File: src/rtl/lbw_pkg.sv
package lbw_pkg;

   typedef enum logic [1:0] {
      ST_WAIT  = 2'd0,
      ST_ADDR  = 2'd1,
      ST_DATA  = 2'd2,
      ST_RESP  = 2'd3
   } lbw_state_e;

   localparam logic [1:0] AXI_BURST_INCR = 2'b01;
   localparam logic [1:0] AXI_RESP_OKAY  = 2'b00;

endpackage

File: src/rtl/lbw_warmup_gate.sv
module lbw_warmup_gate #(
   parameter int WARMUP_FRAMES = 8
) (
   input  logic clk,
   input  logic rst_n,
   input  logic sof_drop,
   output logic armed
);

   generate
      if (WARMUP_FRAMES == 0) begin : g_bypass
         logic unused_gate;
         assign unused_gate = ^{clk, rst_n, sof_drop};
         assign armed = 1'b1;
      end else begin : g_count
         localparam int CW = $clog2(WARMUP_FRAMES + 1);
         logic [CW-1:0] seen_q;

         always_ff @(posedge clk) begin
            if (!rst_n)
               seen_q <= '0;
            else if (sof_drop && (seen_q != CW'(WARMUP_FRAMES)))
               seen_q <= seen_q + 1'b1;
         end

         assign armed = (seen_q == CW'(WARMUP_FRAMES));

         // once armed, the gate never drops back to discarding
         assert_armed_holds_R2: assert property (@(posedge clk) disable iff (!rst_n)
            armed |=> armed)
            else $error("warm-up gate disarmed after arming");
      end
   endgenerate

endmodule

File: src/rtl/lbw_burst_planner.sv
module lbw_burst_planner #(
   parameter int ADDR_W     = 32,
   parameter int LEN_W      = 16,
   parameter int LINES_W    = 12,
   parameter int MAX_BURST  = 256,
   parameter int BEAT_BYTES = 8
) (
   input  logic                              clk,
   input  logic                              rst_n,
   input  logic                              frame_load,
   input  logic [ADDR_W-1:0]                 frame_base,
   input  logic [LEN_W-1:0]                  line_bytes,
   input  logic [LINES_W-1:0]                lines,
   input  logic                              burst_done,
   output logic [ADDR_W-1:0]                 cur_addr,
   output logic [$clog2(MAX_BURST+1)-1:0]    cur_beats,
   output logic                              frame_last
);

   localparam int BSHIFT = $clog2(BEAT_BYTES);
   localparam int RW     = LEN_W - BSHIFT;
   localparam int BL_W   = $clog2(MAX_BURST + 1);

   logic [ADDR_W-1:0]  addr_q;
   logic [RW-1:0]      rem_q;
   logic [RW-1:0]      line_beats_q;
   logic [LINES_W-1:0] line_q;
   logic [LINES_W-1:0] lines_q;
   logic               line_end;

   always_comb begin
      if (32'(rem_q) > MAX_BURST) begin
         cur_beats = BL_W'(MAX_BURST);
         line_end  = 1'b0;
      end else begin
         cur_beats = BL_W'(rem_q);
         line_end  = 1'b1;
      end
   end

   assign cur_addr   = addr_q;
   assign frame_last = line_end && (line_q == lines_q - 1'b1);

   always_ff @(posedge clk) begin
      if (!rst_n) begin
         addr_q       <= '0;
         rem_q        <= '0;
         line_beats_q <= '0;
         line_q       <= '0;
         lines_q      <= '0;
      end else if (frame_load) begin
         addr_q       <= frame_base;
         rem_q        <= line_bytes[LEN_W-1:BSHIFT];
         line_beats_q <= line_bytes[LEN_W-1:BSHIFT];
         line_q       <= '0;
         lines_q      <= lines;
      end else if (burst_done) begin
         addr_q <= addr_q + (ADDR_W'(cur_beats) << BSHIFT);
         if (line_end) begin
            rem_q  <= line_beats_q;
            line_q <= line_q + 1'b1;
         end else begin
            rem_q  <= rem_q - RW'(cur_beats);
         end
      end
   end

   // a stored frame needs at least one beat per line and one line
   assert_line_nonempty_R3: assert property (@(posedge clk) disable iff (!rst_n)
      frame_load |-> (line_bytes[LEN_W-1:BSHIFT] != '0) && (lines != '0))
      else $error("frame started with empty geometry");

   // every completed burst carried between one and MAX_BURST beats
   assert_burst_size_R3: assert property (@(posedge clk) disable iff (!rst_n)
      burst_done |-> (cur_beats != '0))
      else $error("zero-length burst completed");

endmodule

File: src/rtl/lbw_pingpong_ctrl.sv
module lbw_pingpong_ctrl #(
   parameter int OVR_W = 8
) (
   input  logic             clk,
   input  logic             rst_n,
   input  logic             frame_complete,
   input  logic             rd_release,
   output logic             wr_buf,
   output logic             frame_ready,
   output logic             ready_buf,
   output logic [OVR_W-1:0] overrun_cnt
);

   logic held_q;
   logic swap_ok;

   assign swap_ok = frame_complete && (!held_q || rd_release);

   always_ff @(posedge clk) begin
      if (!rst_n) begin
         held_q      <= 1'b0;
         wr_buf      <= 1'b0;
         frame_ready <= 1'b0;
         ready_buf   <= 1'b0;
         overrun_cnt <= '0;
      end else begin
         frame_ready <= swap_ok;
         if (swap_ok) begin
            held_q    <= 1'b1;
            ready_buf <= wr_buf;
            wr_buf    <= ~wr_buf;
         end else if (rd_release) begin
            held_q <= 1'b0;
         end
         if (frame_complete && !swap_ok && (overrun_cnt != '1))
            overrun_cnt <= overrun_cnt + 1'b1;
      end
   end

   // a ready pulse always coincides with the writer having moved buffers
   assert_swap_on_ready_R9: assert property (@(posedge clk) disable iff (!rst_n)
      frame_ready |-> (wr_buf != $past(wr_buf)) && (ready_buf == $past(wr_buf)))
      else $error("ready pulse without buffer swap");

   // the overrun count only ever steps up by one
   assert_overrun_step_R10: assert property (@(posedge clk) disable iff (!rst_n)
      (overrun_cnt != $past(overrun_cnt)) |-> (overrun_cnt == OVR_W'($past(overrun_cnt) + 1'b1)))
      else $error("overrun count moved by other than +1");

endmodule

File: src/rtl/lineburst_pingpong_writer.sv
module lineburst_pingpong_writer
   import lbw_pkg::*;
#(
   parameter int ADDR_W        = 32,
   parameter int DATA_W        = 64,
   parameter int PIX_W         = 16,
   parameter int LEN_W         = 16,
   parameter int LINES_W       = 12,
   parameter int MAX_BURST     = 256,
   parameter int WARMUP_FRAMES = 8,
   parameter int OVR_W         = 8
) (
   input  logic                 clk,
   input  logic                 rst_n,
   input  logic [ADDR_W-1:0]    cfg_base_a,
   input  logic [ADDR_W-1:0]    cfg_base_b,
   input  logic [LEN_W-1:0]     cfg_line_bytes,
   input  logic [LINES_W-1:0]   cfg_lines,
   input  logic                 s_valid,
   output logic                 s_ready,
   input  logic [DATA_W-1:0]    s_data,
   input  logic                 s_sof,
   output logic                 awvalid,
   input  logic                 awready,
   output logic [ADDR_W-1:0]    awaddr,
   output logic [7:0]           awlen,
   output logic [2:0]           awsize,
   output logic [1:0]           awburst,
   output logic                 wvalid,
   input  logic                 wready,
   output logic [DATA_W-1:0]    wdata,
   output logic [DATA_W/8-1:0]  wstrb,
   output logic                 wlast,
   input  logic                 bvalid,
   output logic                 bready,
   input  logic [1:0]           bresp,
   input  logic                 rd_release,
   output logic                 frame_ready,
   output logic                 ready_buf,
   output logic [OVR_W-1:0]     overrun_cnt,
   output logic                 err_flag
);

   localparam int BEAT_BYTES = DATA_W / 8;
   localparam int BSHIFT     = $clog2(BEAT_BYTES);
   localparam int BL_W       = $clog2(MAX_BURST + 1);

   generate
      if ((MAX_BURST < 1) || (MAX_BURST > 256)) begin : g_bad_burst
         $error("MAX_BURST must lie in 1..256");
      end
      if ((DATA_W % PIX_W) != 0) begin : g_bad_pack
         $error("DATA_W must hold a whole number of pixels");
      end
      if ((BEAT_BYTES < 1) || ((1 << BSHIFT) != BEAT_BYTES) || (BSHIFT > 7)) begin : g_bad_beat
         $error("DATA_W must be a power-of-two byte count up to 128 bytes");
      end
      if (LEN_W <= BSHIFT) begin : g_bad_len
         $error("LEN_W too narrow for one beat");
      end
   endgenerate

   lbw_state_e          state_q;
   logic                armed;
   logic                sof_drop;
   logic                frame_load;
   logic                aw_fire;
   logic                w_fire;
   logic                b_fire;
   logic                frame_complete;
   logic                wr_buf;
   logic [ADDR_W-1:0]   cur_addr;
   logic [BL_W-1:0]     cur_beats;
   logic                frame_last;
   logic [BL_W-1:0]     wcnt_q;

   // ---------------- handshakes and stream steering ----------------
   assign sof_drop   = (state_q == ST_WAIT) && s_valid && s_sof && !armed;
   assign frame_load = (state_q == ST_WAIT) && s_valid && s_sof && armed;
   assign aw_fire    = awvalid && awready;
   assign w_fire     = wvalid && wready;
   assign b_fire     = bvalid && bready;
   assign frame_complete = b_fire && frame_last;

   always_comb begin
      unique case (state_q)
         ST_WAIT: s_ready = !(s_sof && armed);
         ST_DATA: s_ready = wready;
         default: s_ready = 1'b0;
      endcase
   end

   assign awvalid = (state_q == ST_ADDR);
   assign awaddr  = cur_addr;
   assign awlen   = 8'(cur_beats - BL_W'(1));
   assign awsize  = 3'(BSHIFT);
   assign awburst = AXI_BURST_INCR;
   assign wvalid  = (state_q == ST_DATA) && s_valid;
   assign wdata   = s_data;
   assign wstrb   = '1;
   assign wlast   = (wcnt_q == BL_W'(1));
   assign bready  = (state_q == ST_RESP);

   // ---------------- sequencing ----------------
   always_ff @(posedge clk) begin
      if (!rst_n) begin
         state_q  <= ST_WAIT;
         wcnt_q   <= '0;
         err_flag <= 1'b0;
      end else begin
         unique case (state_q)
            ST_WAIT: if (frame_load) state_q <= ST_ADDR;
            ST_ADDR: if (aw_fire) begin
               state_q <= ST_DATA;
               wcnt_q  <= cur_beats;
            end
            ST_DATA: if (w_fire) begin
               wcnt_q <= wcnt_q - 1'b1;
               if (wlast) state_q <= ST_RESP;
            end
            ST_RESP: if (b_fire) begin
               state_q <= frame_last ? ST_WAIT : ST_ADDR;
            end
            default: state_q <= ST_WAIT;
         endcase
         if (b_fire && (bresp != AXI_RESP_OKAY))
            err_flag <= 1'b1;
      end
   end

   // ---------------- sub-blocks ----------------
   lbw_warmup_gate #(
      .WARMUP_FRAMES (WARMUP_FRAMES)
   ) u_warmup (
      .clk      (clk),
      .rst_n    (rst_n),
      .sof_drop (sof_drop),
      .armed    (armed)
   );

   lbw_burst_planner #(
      .ADDR_W     (ADDR_W),
      .LEN_W      (LEN_W),
      .LINES_W    (LINES_W),
      .MAX_BURST  (MAX_BURST),
      .BEAT_BYTES (BEAT_BYTES)
   ) u_planner (
      .clk        (clk),
      .rst_n      (rst_n),
      .frame_load (frame_load),
      .frame_base (wr_buf ? cfg_base_b : cfg_base_a),
      .line_bytes (cfg_line_bytes),
      .lines      (cfg_lines),
      .burst_done (b_fire),
      .cur_addr   (cur_addr),
      .cur_beats  (cur_beats),
      .frame_last (frame_last)
   );

   lbw_pingpong_ctrl #(
      .OVR_W (OVR_W)
   ) u_pingpong (
      .clk            (clk),
      .rst_n          (rst_n),
      .frame_complete (frame_complete),
      .rd_release     (rd_release),
      .wr_buf         (wr_buf),
      .frame_ready    (frame_ready),
      .ready_buf      (ready_buf),
      .overrun_cnt    (overrun_cnt)
   );

   // ---------------- protocol checks ----------------
   logic            outst_q;
   logic [BL_W-1:0] wbeat_q;
   logic [7:0]      len_q;

   always_ff @(posedge clk) begin
      if (!rst_n) begin
         outst_q <= 1'b0;
         wbeat_q <= '0;
         len_q   <= '0;
      end else begin
         if (aw_fire) begin
            outst_q <= 1'b1;
            len_q   <= awlen;
            wbeat_q <= '0;
         end else if (w_fire) begin
            wbeat_q <= wbeat_q + 1'b1;
         end
         if (b_fire) outst_q <= 1'b0;
      end
   end

   assert_aw_hold_R12: assert property (@(posedge clk) disable iff (!rst_n)
      (awvalid && !awready) |=> awvalid && $stable(awaddr) && $stable(awlen))
      else $error("address request withdrawn or changed");

   assert_one_outstanding_R7: assert property (@(posedge clk) disable iff (!rst_n)
      awvalid |-> !outst_q)
      else $error("new burst issued before response");

   assert_wlast_pos_R6: assert property (@(posedge clk) disable iff (!rst_n)
      w_fire |-> (wlast == (8'(wbeat_q) == len_q)))
      else $error("last-beat flag misplaced");

   assert_warmup_quiet_R2: assert property (@(posedge clk) disable iff (!rst_n)
      !armed |-> !awvalid && !wvalid)
      else $error("traffic during warm-up");

   assert_err_sticky_R11: assert property (@(posedge clk) disable iff (!rst_n)
      err_flag |=> err_flag)
      else $error("error flag cleared");

endmodule

File: config.mk
export PLATFORM = sky130hd
export DESIGN_NAME = lineburst_pingpong_writer
export DESIGN_NICKNAME = d
export VERILOG_FILES = /design/src/rtl/lbw_pkg.sv /design/src/rtl/lbw_warmup_gate.sv /design/src/rtl/lbw_burst_planner.sv /design/src/rtl/lbw_pingpong_ctrl.sv /design/src/rtl/lineburst_pingpong_writer.sv
export SDC_FILE = /design/constraint.sdc
export NUM_CORES = 1
export LEC_CHECK = 0
export BUFFER_PORTS_ARGS = -buffer_cell sky130_fd_sc_hd__buf_2
export CAP_MARGIN = 5
export CORE_MARGIN = 2
export CORE_UTILIZATION = 45
export CTS_CLUSTER_DIAMETER = 30
export DETAILED_ROUTE_END_ITERATION = 8
export PLACE_DENSITY = 0.75
export SYNTH_ARGS = -nofsm -noshare
export SYNTH_HDL_FRONTEND = slang
export SYNTH_SLANG_ARGS = --single-unit
File: constraint.sdc
create_clock -name clk -period 4.6 [get_ports clk]
set_input_delay 0.23 -clock clk [delete_from_list [all_inputs] [get_ports clk]]
set_output_delay 0.23 -clock clk [all_outputs]
set_load 0.1 [all_outputs]
== Word level (Yosys, flattened, before mapping) ==
Cells that the tools add are included.
Cells by class
  eq/ne operators: 13
  bitwise gates (word level): 3
  magnitude comparators: 1
  reduce and logical (&&, ||, !) cells: 30
  add/subtract/negate cells: 8
  muxes and demuxes: 21
Operators with widths (number)
  $mux 32: 3
  $mux 13: 3
  $add 32x12->32: 1
  $mux 9: 3
  $pmux 9 s2: 1
  $logic_and 1x1->1: 16
  $gt 13x9->1 const B: 1
  $sub 13x9->13: 1
  $add 12x1->12 const B: 1
  $eq 12x12->1: 1
  $sub 12x1->12 const B: 1
  $mux 2: 5
  $eq 9x1->1 const B: 1
  $sub 9x1->9 const B: 1
  $add 8x1->8 const B: 1
  $ne 8x8->1 const B: 1
  $pmux 2 s4: 1
  $reduce_bool 2->1: 4
  $sub 8x1->8 const B: 1
  $ne 2x2->1 const B: 3
  $reduce_and 5->1: 1
  $add 4x1->4 const B: 1
  $eq 2x2->1 const B: 2
  $eq 4x4->1 const B: 1
  other kinds (12): 21
Storage, ports and cells
  bits in registers: 110
  logic and storage cells: 90
  input bits: 166

== Logic depth before layout (Yosys ltp) ==
Gate-level depths: netlist of run 1.
  depth after elaboration: 8
  gate-level depth with buffers: 18
  depth with buffers taken out: 15

== Modules after synthesis ==
From an unflattened synthesis of run 1, not the netlist that was laid out.
Unflattened totals
  cells, all modules: 904
  area, all modules: 7430.9 um2
Modules (own cells, without submodules)
  lbw_burst_planner: cells each 569, area each 4668.2 um2, seq. area each 1641.6 um2, instances 1
  lineburst_pingpong_writer: cells each 248, area each 1970.6 um2, seq. area each 240.2 um2, instances 1
  lbw_pingpong_ctrl: cells each 64, area each 584.3 um2, seq. area each 240.2 um2, instances 1
  lbw_warmup_gate: cells each 23, area each 207.7 um2, seq. area each 80.1 um2, instances 1

== Worst setup path before layout of run 1 ==
OpenSTA, ideal clock, no wires.
  kind: reg2reg
  from: register u_planner.rem_q[9]
  to: register u_planner.addr_q[29] (netlist: u_planner.cur_addr[29])
  data required time: 4.509 ns
  clock period less this slack: 4.652 ns
  library setup time: 0.091 ns
  path buffers: 3
  setup slack: -0.052 ns
  arrival: 4.561 ns
  stages on the path, launching flop included: 18
  cells stage by stage: dfxtp_1 -> buf_2 -> or4_1 -> buf_2 -> nor2_4 -> buf_4 -> nand2_1 -> inv_1 -> ha_1 -> inv_1 -> fa_1 -> nor2b_1 -> o211ai_1 -> a2111oi_4 -> o2111ai_1 -> a21o_1 -> or3_1 -> a311oi_1
Between the ends
  word-level cells in the longest chain between the ends: 5
Ends and longest elaborated chain
  start, declared: RTL line lbw_burst_planner.sv:25  | logic [RW-1:0] rem_q;
  start signal, assigned: RTL line lbw_burst_planner.sv:53  | rem_q <= line_bytes[LEN_W-1:BSHIFT];
  start signal, assigned: RTL line lbw_burst_planner.sv:60  | rem_q <= line_beats_q;
  start signal, assigned: RTL line lbw_burst_planner.sv:63  | rem_q <= rem_q - RW'(cur_beats);
  $gt 13x9->1: RTL line lbw_burst_planner.sv:32  | if (32'(rem_q) > MAX_BURST) begin
  $mux 9: RTL line lbw_burst_planner.sv:32
  $add 32x12->32: RTL line lbw_burst_planner.sv:58  | addr_q <= addr_q + (ADDR_W'(cur_beats) << BSHIFT);
  $mux 32: RTL line lbw_burst_planner.sv:57  | end else if (burst_done) begin
  $mux 32: RTL line lbw_burst_planner.sv:51  | end else if (frame_load) begin
  end signal, assigned: RTL line lbw_burst_planner.sv:52  | addr_q <= frame_base;
  end signal, assigned: RTL line lbw_burst_planner.sv:58
  end, declared: RTL line lbw_burst_planner.sv:24  | logic [ADDR_W-1:0] addr_q;
No other way between the ends. The select of a mux whose other input is x is not followed.
A chain may end at the register's enable or synchronous reset.

== Worst setup path after layout of run 1 ==
  from: register u_planner.rem_q[9]
  to: register u_planner.addr_q[25] (netlist: u_planner.cur_addr[25])
The elaborated chain is that of the path after synthesis.

==> results of run 1 <==
## cell usage after synthesis (all sizes together) (18+ instances only)
cell type | count | area share
nand2 | 123 | 0.062
dfxtp | 110 | 0.29
buf | 92 | 0.087
a21oi | 89 | 0.060
nor2 | 69 | 0.036
o21ai | 65 | 0.044
clkbuf | 42 | 0.021
xnor2 | 35 | 0.041
inv | 29 | 0.015
a211oi | 26 | 0.026
xor2 | 26 | 0.030
nor3 | 25 | 0.017
mux2 | 20 | 0.030
mux2i | 19 | 0.025
nand3 | 18 | 0.012
## worst paths after layout
kind                                         start                      to  slack [ns]
worst min register to register            err_flag                err_flag        0.45
worst max-delay path            u_planner.rem_q[9]  u_planner.cur_addr[25]        0.45
worst min-delay path                 cfg_lines[10]   u_planner.lines_q[10]         0.1
worst max register to register  u_planner.rem_q[9]  u_planner.cur_addr[25]        0.45
## per-layer routing
layer | vias up | wire (um) | share of wire | global-route usage
met4 | 0 | 569 | 0.029 | 0.0878
met2 | 249 | 8770 | 0.45 | 0.355
met5 | - | 0 | 0 | 0
li1 | 3415 | - | - | -
met1 | 3145 | 8650 | 0.45 | 0.285
met3 | 43 | 1300 | 0.067 | 0.0425
## worst max-delay path, stage by stage (launching register included)
cell	delay (ns)
dfxtp_1	0.42
or4_1	0.64
nor2_4	0.14
nand2_2	0.09
inv_1	0.10
ha_1	0.19
inv_1	0.06
fa_1	0.43
nor2b_1	0.21
o211ai_1	0.15
a2111oi_4	0.49
o2111ai_1	0.25
a21o_1	0.29
or3_1	0.36
a311oi_1	0.25
## through the flow
stage               utilization  total power, mW  std cells
floorplan                     -             1.33        979
global placement          0.479             1.11       1229
detailed placement        0.479             1.11       1229
CTS                       0.496             1.87       1245
global route              0.496             1.92       1245
finish                    0.496             1.85       1245
## flip-flops by register name, summed over array words and instances (netlist names), named ones only
name                     cells
err_flag                     1
state_q                      2
u_pingpong.frame_ready       1
u_pingpong.held_q            1
u_pingpong.overrun_cnt       8
u_pingpong.ready_buf         1
u_pingpong.wr_buf            1
u_planner.cur_addr          32
u_planner.line_beats_q      13
u_planner.line_q            12
u_planner.lines_q           12
u_planner.rem_q             12
u_warmup.g_count.seen_q      4
wcnt_q                       9
## logic make-up (layout without fill, tap and decap cells)
group,Yosys count,count (layout),synth area share
DFF,110,110,0.294
buffers and inverters,164,210,0.123
muxes,39,39,0.0554
adders and majority gates,18,18,0.0310
AOI/OAI and AO/OA,250,250,0.212
other,2,14,0.00100
xor gates and xnor gates,61,61,0.0713
and+or+nand+nor,323,323,0.212
## final cells by class
type / instances / area, um2
clock buffers: 9 / 225
clock inverters: 7 / 55.1
fillers: 1633 / 8270
inverters: 30 / 113
multi-input cells: 705 / 4420
flip-flops and latches: 110 / 2200
well taps: 220 / 275
repair buffers: 164 / 846
## power groups by stage
stage	clock network, mW	registers (mW)	logic, mW
6_report	0.765	0.953	0.132
5_1_grt	0.823	0.954	0.143
4_1_cts	0.785	0.953	0.133
3_5_place_dp	0	0.976	0.133
3_3_place_gp	0	0.976	0.132
2_1_floorplan	0	0.976	0.351
==> metrics.yaml, run 1 <==
grt_max_degree: 51
fin_nets: 1204
dr.pass1.iters: 5
pre_cts_slack_ns: 0.499
worstPathMaxFanout: 9
place_area_mm2: 0.00786
whs_ns: 0.0992
worstPathArrival_ns: 4.42
status: "completed"
slew_headroom: 0.392
grt_setup_unrepaired: "false"
cts_max_path_buffers: 2
wirelength_mm: 19.3
tritoncts: "done"
power.switching_uw: 480
switching_share: 0.259
synth_edf_count: 0
via_per_inst: 5.50
worst-r2r-cell-count: 14
grt_first_pass_wirelength_mm: 31.5
layout_commonest_cell: "buf_2"
min_path_type: "input port to register"
clk_latency_ns: 0.36
seq_area_frac_synth: 0.294
final_cell_mix: "154 x buf_2, 121 x nand2_1, 109 x dfxtp_1, 88 x a21oi_1, 67 x nor2_1"
clock_skew_ns: 0.00887
io_pins: 299
fp.dieH_um: 133
leakage_nw: 3.13
synth_area_mm2: 0.00750
gr-total-overflow: 0
postCtsSetupBuffers: 0
layout-drive-gt1-share: 0.217
place.gp.congestion: 0.911
die_w_um: 133
drt-wirelength-per-cell_um: 15.5
crit_required_ns: 4.88
hold_depth: 3
drc: 0
max_slew.worst_pin.slew_ns: 0.912
internal_power_mw: 1.37
antenna_found_initial: 0
route.vias.total: 6852
place_hpwl_mm: 13.9
cp-start-kind: "register"
drv_cap: 0
hold_viol_final: 0
final_area_mm2: 0.00814
power_density_mw_per_mm2: 227
drt_first_iter_violations: 462
ys.flop_type: "dfxtp_1"
fin_ws_ns: 0.451
async_flop_share: 0
drtAntennaViolNets: 0
cts-htree-levels: 3
critical_path_class: "register to register"
avgSynthCellArea_um2: 7.75
clockRootBuffer: "clkbuf_16"
maxSlewViolCount: 0
rows: 47
p_clk_frac: 0.414
peakVddDrop_mv: 0.174
initial_core_util: 0.457
ys_warn_count: 0
synth_cell_types: 80
postCtsHoldBufs: 0
cts_resized: 0
syn_inst: 967
min_period_ns: 4.15
num_antenna_cells: 0
grt_pass1_vias: 6275
clk_pin_slew_ns: 0.08
clock_sinks: 110
design.die.area_mm2: 0.0177
synth_seq_cells: 110
endpoint_kind: "register"
grt.total_usage: 0.218
timing.fmax_mhz: 241
post-route-period-util: 0.902
seqPwrFrac: 0.515
p_comb_frac: 0.071
tns_ns: 0
syn2layout_area_growth_pct: 8.60
cts_made_buffers: 9
setup_viol: 0
core_area_mm2: 0.0164
port_buffers: 154
Power figures use the tool's default switching activity.
==> run 2: changes to the inputs <==
CORE_ASPECT_RATIO = 0.9   (was default)
==> run 2 against run 1 <==
Compared with the run above: register-to-register slack better by 0.08 ns; highest routed layer is now met5; final cell count down 1.1%; critical path depth unchanged; sequential power about the same; via count up 0.44%; clock skew about the same; combinational power about the same; sequential share of layout area about the same; non-clock buffer count down 1; hold slack better by 0.013 ns; the flow now finishes with violations (design-rule violations).
==> metrics.yaml, run 2 (same netlist as run 1, synthesis figures left out) <==
drt-wirelength-per-cell_um: 15.4  # -0.52%
worstPathArrival_ns: 4.33  # -0.09 ns
whs_ns: 0.112  # +0.0130 ns
peakVddDrop_mv: 0.187  # +7.0%
largest_reg_flops: 32  # unchanged
min_period_ns: 4.07  # -0.0837 ns
fp.dieH_um: 126  # -5.0%
drv_cap: 0  # unchanged
place_hpwl_mm: 14.0  # +1.2%
clk_latency_ns: 0.35  # about the same
via_per_inst: 5.59  # +1.6%
dr.pass1.iters: 8  # +3
grt.busiest_layer: "met2"
maxSlewViolCount: 0  # unchanged
cts_resized: 0  # unchanged
wirelength_mm: 19.0  # -1.6%
layout_commonest_cell: "buf_2"
grtUsageMet2: 0.349  # -0.00546
io_pins: 299  # unchanged
die_w_um: 140  # +5.2%
r2r_slack_ns: 0.53  # +0.08 ns
postCtsHoldBufs: 0  # unchanged
clockRootBuffer: "clkbuf_16"
fin_nets: 1203  # -0.083%
drtAntennaViolNets: 0  # unchanged
met1_usage: 0.286  # +0.00121
grt_use_met3: 0.0604  # +0.0179
timing.fmax_mhz: 246  # +2.1%
route.vias.total: 6882  # +0.44%
syn2layout_area_growth_pct: 8.58  # about the same
cts_max_path_buffers: 2  # unchanged
power_mw: 1.89  # +2.2%
r2r_start: "u_planner.rem_q[9]"
final_cell_mix: "154 x buf_2, 121 x nand2_1, 109 x dfxtp_1, 88 x a21oi_1, 67 x nor2_1"
tritoncts: "done"
hp-start: "cfg_lines[3]"
cts_made_buffers: 9  # unchanged
rows: 44  # -6.4%
status: "finished with violations"
port_buffers: 154  # unchanged
clock_sinks: 110  # unchanged
post-route-period-util: 0.884  # -0.0182
fin_ws_ns: 0.535  # +0.0837 ns
setup_viol: 0  # unchanged
clk_pin_slew_ns: 0.07  # about the same
worst-r2r-cell-count: 14  # unchanged
pre_cts_slack_ns: 0.547  # +0.0483 ns
grt_first_pass_wirelength_mm: 31.6  # +0.31%
drc: 20  # +20
layout-drive-gt1-share: 0.214  # -0.00272
hold_viol_final: 0  # unchanged
slew_headroom: 0.403  # +0.0108
max_slew.worst_pin.slew_ns: 0.896  # -0.0163 ns
cp-start-kind: "register"
worstPathMaxFanout: 9  # unchanged
antenna_found_initial: 3  # +3
leakage_nw: 3.13  # about the same
initial_core_util: 0.462  # +0.00468
endpoint_kind: "register"
crit_required_ns: 4.86  # -0.02 ns
cts-htree-levels: 3  # unchanged
num_antenna_cells: 0  # unchanged
min_delay_worst_endpoint: "u_planner.lines_q[3]"
power_density_mw_per_mm2: 232  # +2.2%
drt_first_iter_violations: 475  # +2.8%
grt_max_degree: 88  # +73%
place.gp.congestion: 0.877  # -3.8%
postCtsSetupBuffers: 0  # unchanged
min_path_type: "input port to register"
gr-total-overflow: 0  # unchanged
final_util: 0.501  # +0.00501
grt.total_usage: 0.216  # -0.00181
r2r_end: "u_planner.cur_addr[29]"
design.die.area_mm2: 0.0177  # about the same
grt_setup_unrepaired: "false"
core_area_mm2: 0.0162  # -1.0%
tns_ns: 0  # unchanged
clock_skew_ns: 0.00908  # +0.000205 ns
violations: "design-rule violations"
hold_depth: 3  # unchanged
grt_pass1_vias: 6389  # +1.8%
critical_path_class: "register to register"
## run 2: worst max path at each step
stage	from	endpoint	slack [ns]	cells after the start
after floorplan	u_planner.rem_q[9]	u_planner.cur_addr[29]	0.26	17
after global placement	u_planner.rem_q[9]	u_planner.cur_addr[29]	0.63	14
after detailed placement	u_planner.rem_q[9]	u_planner.cur_addr[25]	0.55	14
after CTS	u_planner.rem_q[9]	u_planner.cur_addr[25]	0.53	14
after global routing	u_planner.rem_q[9]	u_planner.cur_addr[29]	0.18	14
final	u_planner.rem_q[9]	u_planner.cur_addr[29]	0.53	14
## run 2: layer usage
layer | vias to the layer above | wire length (um)
met3 | 29 | 1540
met1 | 3147 | 8620
met2 | 270 | 8560
met4 | 4 | 227
li1 | 3432 | -
met5 | - | 21
## run 2: critical path, cell delays in order (launching register included)
cell	delay, ns
dfxtp_1	0.41
or4_1	0.62
nor2_4	0.14
nand2_2	0.09
inv_1	0.09
ha_1	0.19
inv_1	0.06
fa_1	0.41
nor2b_1	0.17
o211ai_1	0.14
a2111oi_4	0.50
o2111ai_1	0.26
a21o_1	0.29
or3_1	0.36
a311oi_1	0.24
## run 2: cell type report
type                       count  area, um2
multi-input combinational    705       4420
clock buffer                  13        260
inverter                      30        113
sequential                   110       2200
tap                          207        259
fill                        1637       8100
timing repair buffer         163        838
clock inverter                 3       42.5
## run 2: power by group
part / internal (mW) / switching [mW] / leakage [nW] / total (mW)
clock: 0.452 / 0.353 / 0.146 / 0.806
sequential: 0.953 / 0.00129 / 0.886 / 0.954
combinational: 0.0439 / 0.0879 / 2.10 / 0.132
total: 1.45 / 0.442 / 3.13 / 1.89
## run 2: per-stage QoR
stage	instance area, um2	std cells
floorplan	7540	979
global placement	7840	1215
finish	8140	1231
detailed placement	7840	1215
global route	8140	1231
CTS	8140	1231
==> run 3: changes to the inputs <==
BUFFER_PORTS_ARGS = -buffer_cell sky130_fd_sc_hd__clkbuf_2   (was -buffer_cell sky130_fd_sc_hd__buf_2)
RECOVER_POWER = 100   (was default)
==> run 3 against run 2 <==
Compared with the run above: the run still ends with design-rule violations left; critical path depth unchanged; hold slack worse by 0.030 ns; design area down 1.2%; largest power group unchanged.
==> metrics.yaml, run 3 (same netlist as run 1, synthesis figures left out) <==
status: "finished with violations"
violations: "design-rule violations"
whs_ns: 0.0824  # -0.0298 ns
startpoint: "u_planner.rem_q[9]"
fillers: 1625  # -0.73%
drc: 20  # unchanged
final_util: 0.495  # -0.00609
clock_skew_ns: 0.00631  # -0.00276 ns
grt.total_usage: 0.214  # -0.00221
antenna_found_initial: 0  # -3
route.vias.total: 6821  # -0.89%
grt_setup_unrepaired: "false"
min_path_type: "input port to register"
tns_ns: 0  # unchanged
cts_max_path_buffers: 2  # unchanged
cp-start-kind: "register"
wl_met2_mm: 8.51  # -0.60%
seqPwrFrac: 0.500  # -0.004
place_hpwl_mm: 14.1  # +0.17%
layout-drive-gt1-share: 0.152  # -0.0617
gr-total-overflow: 0  # unchanged
stdcell_count: 1232  # +0.081%
r2r_start: "u_planner.rem_q[9]"
hold_viol_final: 0  # unchanged
cts_made_buffers: 9  # unchanged
place_area_mm2: 0.00784  # about the same
power_density_mw_per_mm2: 237  # +2.1%
clk_latency_ns: 0.36  # about the same
critical_path_class: "register to register"
timing.fmax_mhz: 239  # -2.8%
cts_resized: 0  # unchanged
wl_met3_mm: 1.40  # -9.5%
peakVddDrop_mv: 0.183  # -2.0%
core_area_mm2: 0.0162  # unchanged
clk_pin_slew_ns: 0.07  # about the same
num_antenna_cells: 0  # unchanged
postCtsSetupBuffers: 0  # unchanged
endpoint_kind: "register"
clock_sinks: 110  # unchanged
cts-htree-levels: 3  # unchanged
place_inst: 1216  # +0.082%
met1_length_mm: 8.89  # +3.1%
wirelength_mm: 19.1  # +0.76%
design.die.area_mm2: 0.0177  # unchanged
via_per_inst: 5.54  # -0.97%
drt_first_iter_violations: 419  # -12%
p_comb_frac: 0.069  # about the same
switching_share: 0.240  # +0.00607
maxSlewViolCount: 0  # unchanged
final_cell_mix: "121 x nand2_1, 109 x dfxtp_1, 99 x clkbuf_2, 89 x a21oi_1, 68 x nor2_1"
grt_first_pass_wirelength_mm: 31.0  # -1.7%
rows: 44  # unchanged
setup_viol: 0  # unchanged
fin_nets: 1204  # +0.083%
crit_family: "compound AO/OA/AOI/OAI gates"
slew_headroom: 0.0112  # -0.391
cpPeakStageDelay_ns: 0.62  # about the same
dr.pass1.iters: 9  # +1
fp.dieH_um: 126  # unchanged
port_buffers: 154  # unchanged
internal_power_mw: 1.45  # about the same
place.gp.congestion: 0.891  # +1.6%
die_w_um: 140  # unchanged
max_slew.worst_pin.slew_ns: 1.48  # +0.587 ns
hp-start: "cfg_lines[2]"
crit_top_cell: "inv_1"
worstPathArrival_ns: 4.43  # +0.10 ns
crit_required_ns: 4.85  # about the same
crit_chain: "or4_1 -> nor2_4 -> nand2_2 -> inv_1 -> ha_1 -> inv_1 -> fa_1 -> nor2b_1 -> o211ai_1 -> a2111oi_4 -> o2111ai_1 -> a21o_1 -> or3_1 -> a311oi_1"
initial_core_util: 0.462  # unchanged
layout_commonest_cell: "nand2_1"
leakage_nw: 2.93  # -6.4%
grt_pass1_vias: 6247  # -2.2%
power.switching_uw: 458  # +3.4%
postCtsHoldBufs: 0  # unchanged
post-route-period-util: 0.909  # +0.0255
io_pins: 299  # unchanged
grt_max_degree: 88  # unchanged
highest_layer: "met4"
drtAntennaViolNets: 0  # unchanged
critPathBufInv: 2  # unchanged
drv_cap: 0  # unchanged
drt-wirelength-per-cell_um: 15.5  # +0.68%
syn2layout_area_growth_pct: 7.26
largest_reg_flops: 32  # unchanged
clockRootBuffer: "clkbuf_16"
min_period_ns: 4.18  # +0.118 ns
worstPathMaxFanout: 9  # unchanged
tritoncts: "done"
slowest_stage: "or4_1"
p_clk_frac: 0.431  # +0.005
final_area_mm2: 0.00804  # -1.2%
[run 3: cell count changes in the layout (fill, tap and decap cells not counted), sizes merged]
cell,before,now
inv,29,30
clkbuf,13,170
clkinv,2,3
buf,163,5
[run 3: worst paths after layout]
kind	endpoint	slack (ns)	cells past startpoint
worst max register to register	u_planner.cur_addr[25]	0.42	14
worst max-delay path	u_planner.cur_addr[25]	0.42	14
worst min register to register	err_flag	0.45	2
worst min-delay path	u_planner.lines_q[2]	0.08	3
[run 3: worst register-to-register path, stage by stage, from the launching register on]
cell and delay (ns):
dfxtp_1 0.41, or4_1 0.62, nor2_4 0.14, nand2_2 0.10, inv_1 0.11, ha_1 0.19
inv_1 0.07, fa_1 0.43, nor2b_1 0.16, o211ai_1 0.15, a2111oi_4 0.53, o2111ai_1 0.24
a21o_1 0.29, or3_1 0.36, a311oi_1 0.26
[run 3: metal layers]
layer	track usage	vias to the layer above
li1	-	3411
met1	0.281	3126
met2	0.351	255
met3	0.0513	29
met4	0.0671	0
met5	0	-
[run 3: through the flow]
step | total power, mW | worst slack, ns
2_1_floorplan | 1.33 | 0.256
3_3_place_gp | 1.11 | 0.629
3_5_place_dp | 1.11 | 0.469
4_1_cts | 1.93 | 0.444
5_1_grt | 1.97 | 0.100
6_report | 1.91 | 0.417
[run 3: power by group through the flow]
stage	combinational, mW	sequential, mW	clock [mW]
5_1_grt	0.143	0.954	0.873
6_report	0.131	0.954	0.822
3_5_place_dp	0.133	0.976	0
4_1_cts	0.134	0.954	0.839
2_1_floorplan	0.351	0.976	0
3_3_place_gp	0.132	0.976	0
[run 3: final cells by class]
| cell class | instances | area [um2] | area share |
|---|---|---|---|
| clock inverters | 5 | 56.3 | 0.00700 |
| well taps | 207 | 259 | 0.0322 |
| multi-input cells | 705 | 4400 | 0.547 |
| flip-flops and latches | 110 | 2200 | 0.274 |
| inverters | 30 | 113 | 0.0140 |
| clock buffers | 11 | 253 | 0.0314 |
| repair buffers | 164 | 758 | 0.0943 |
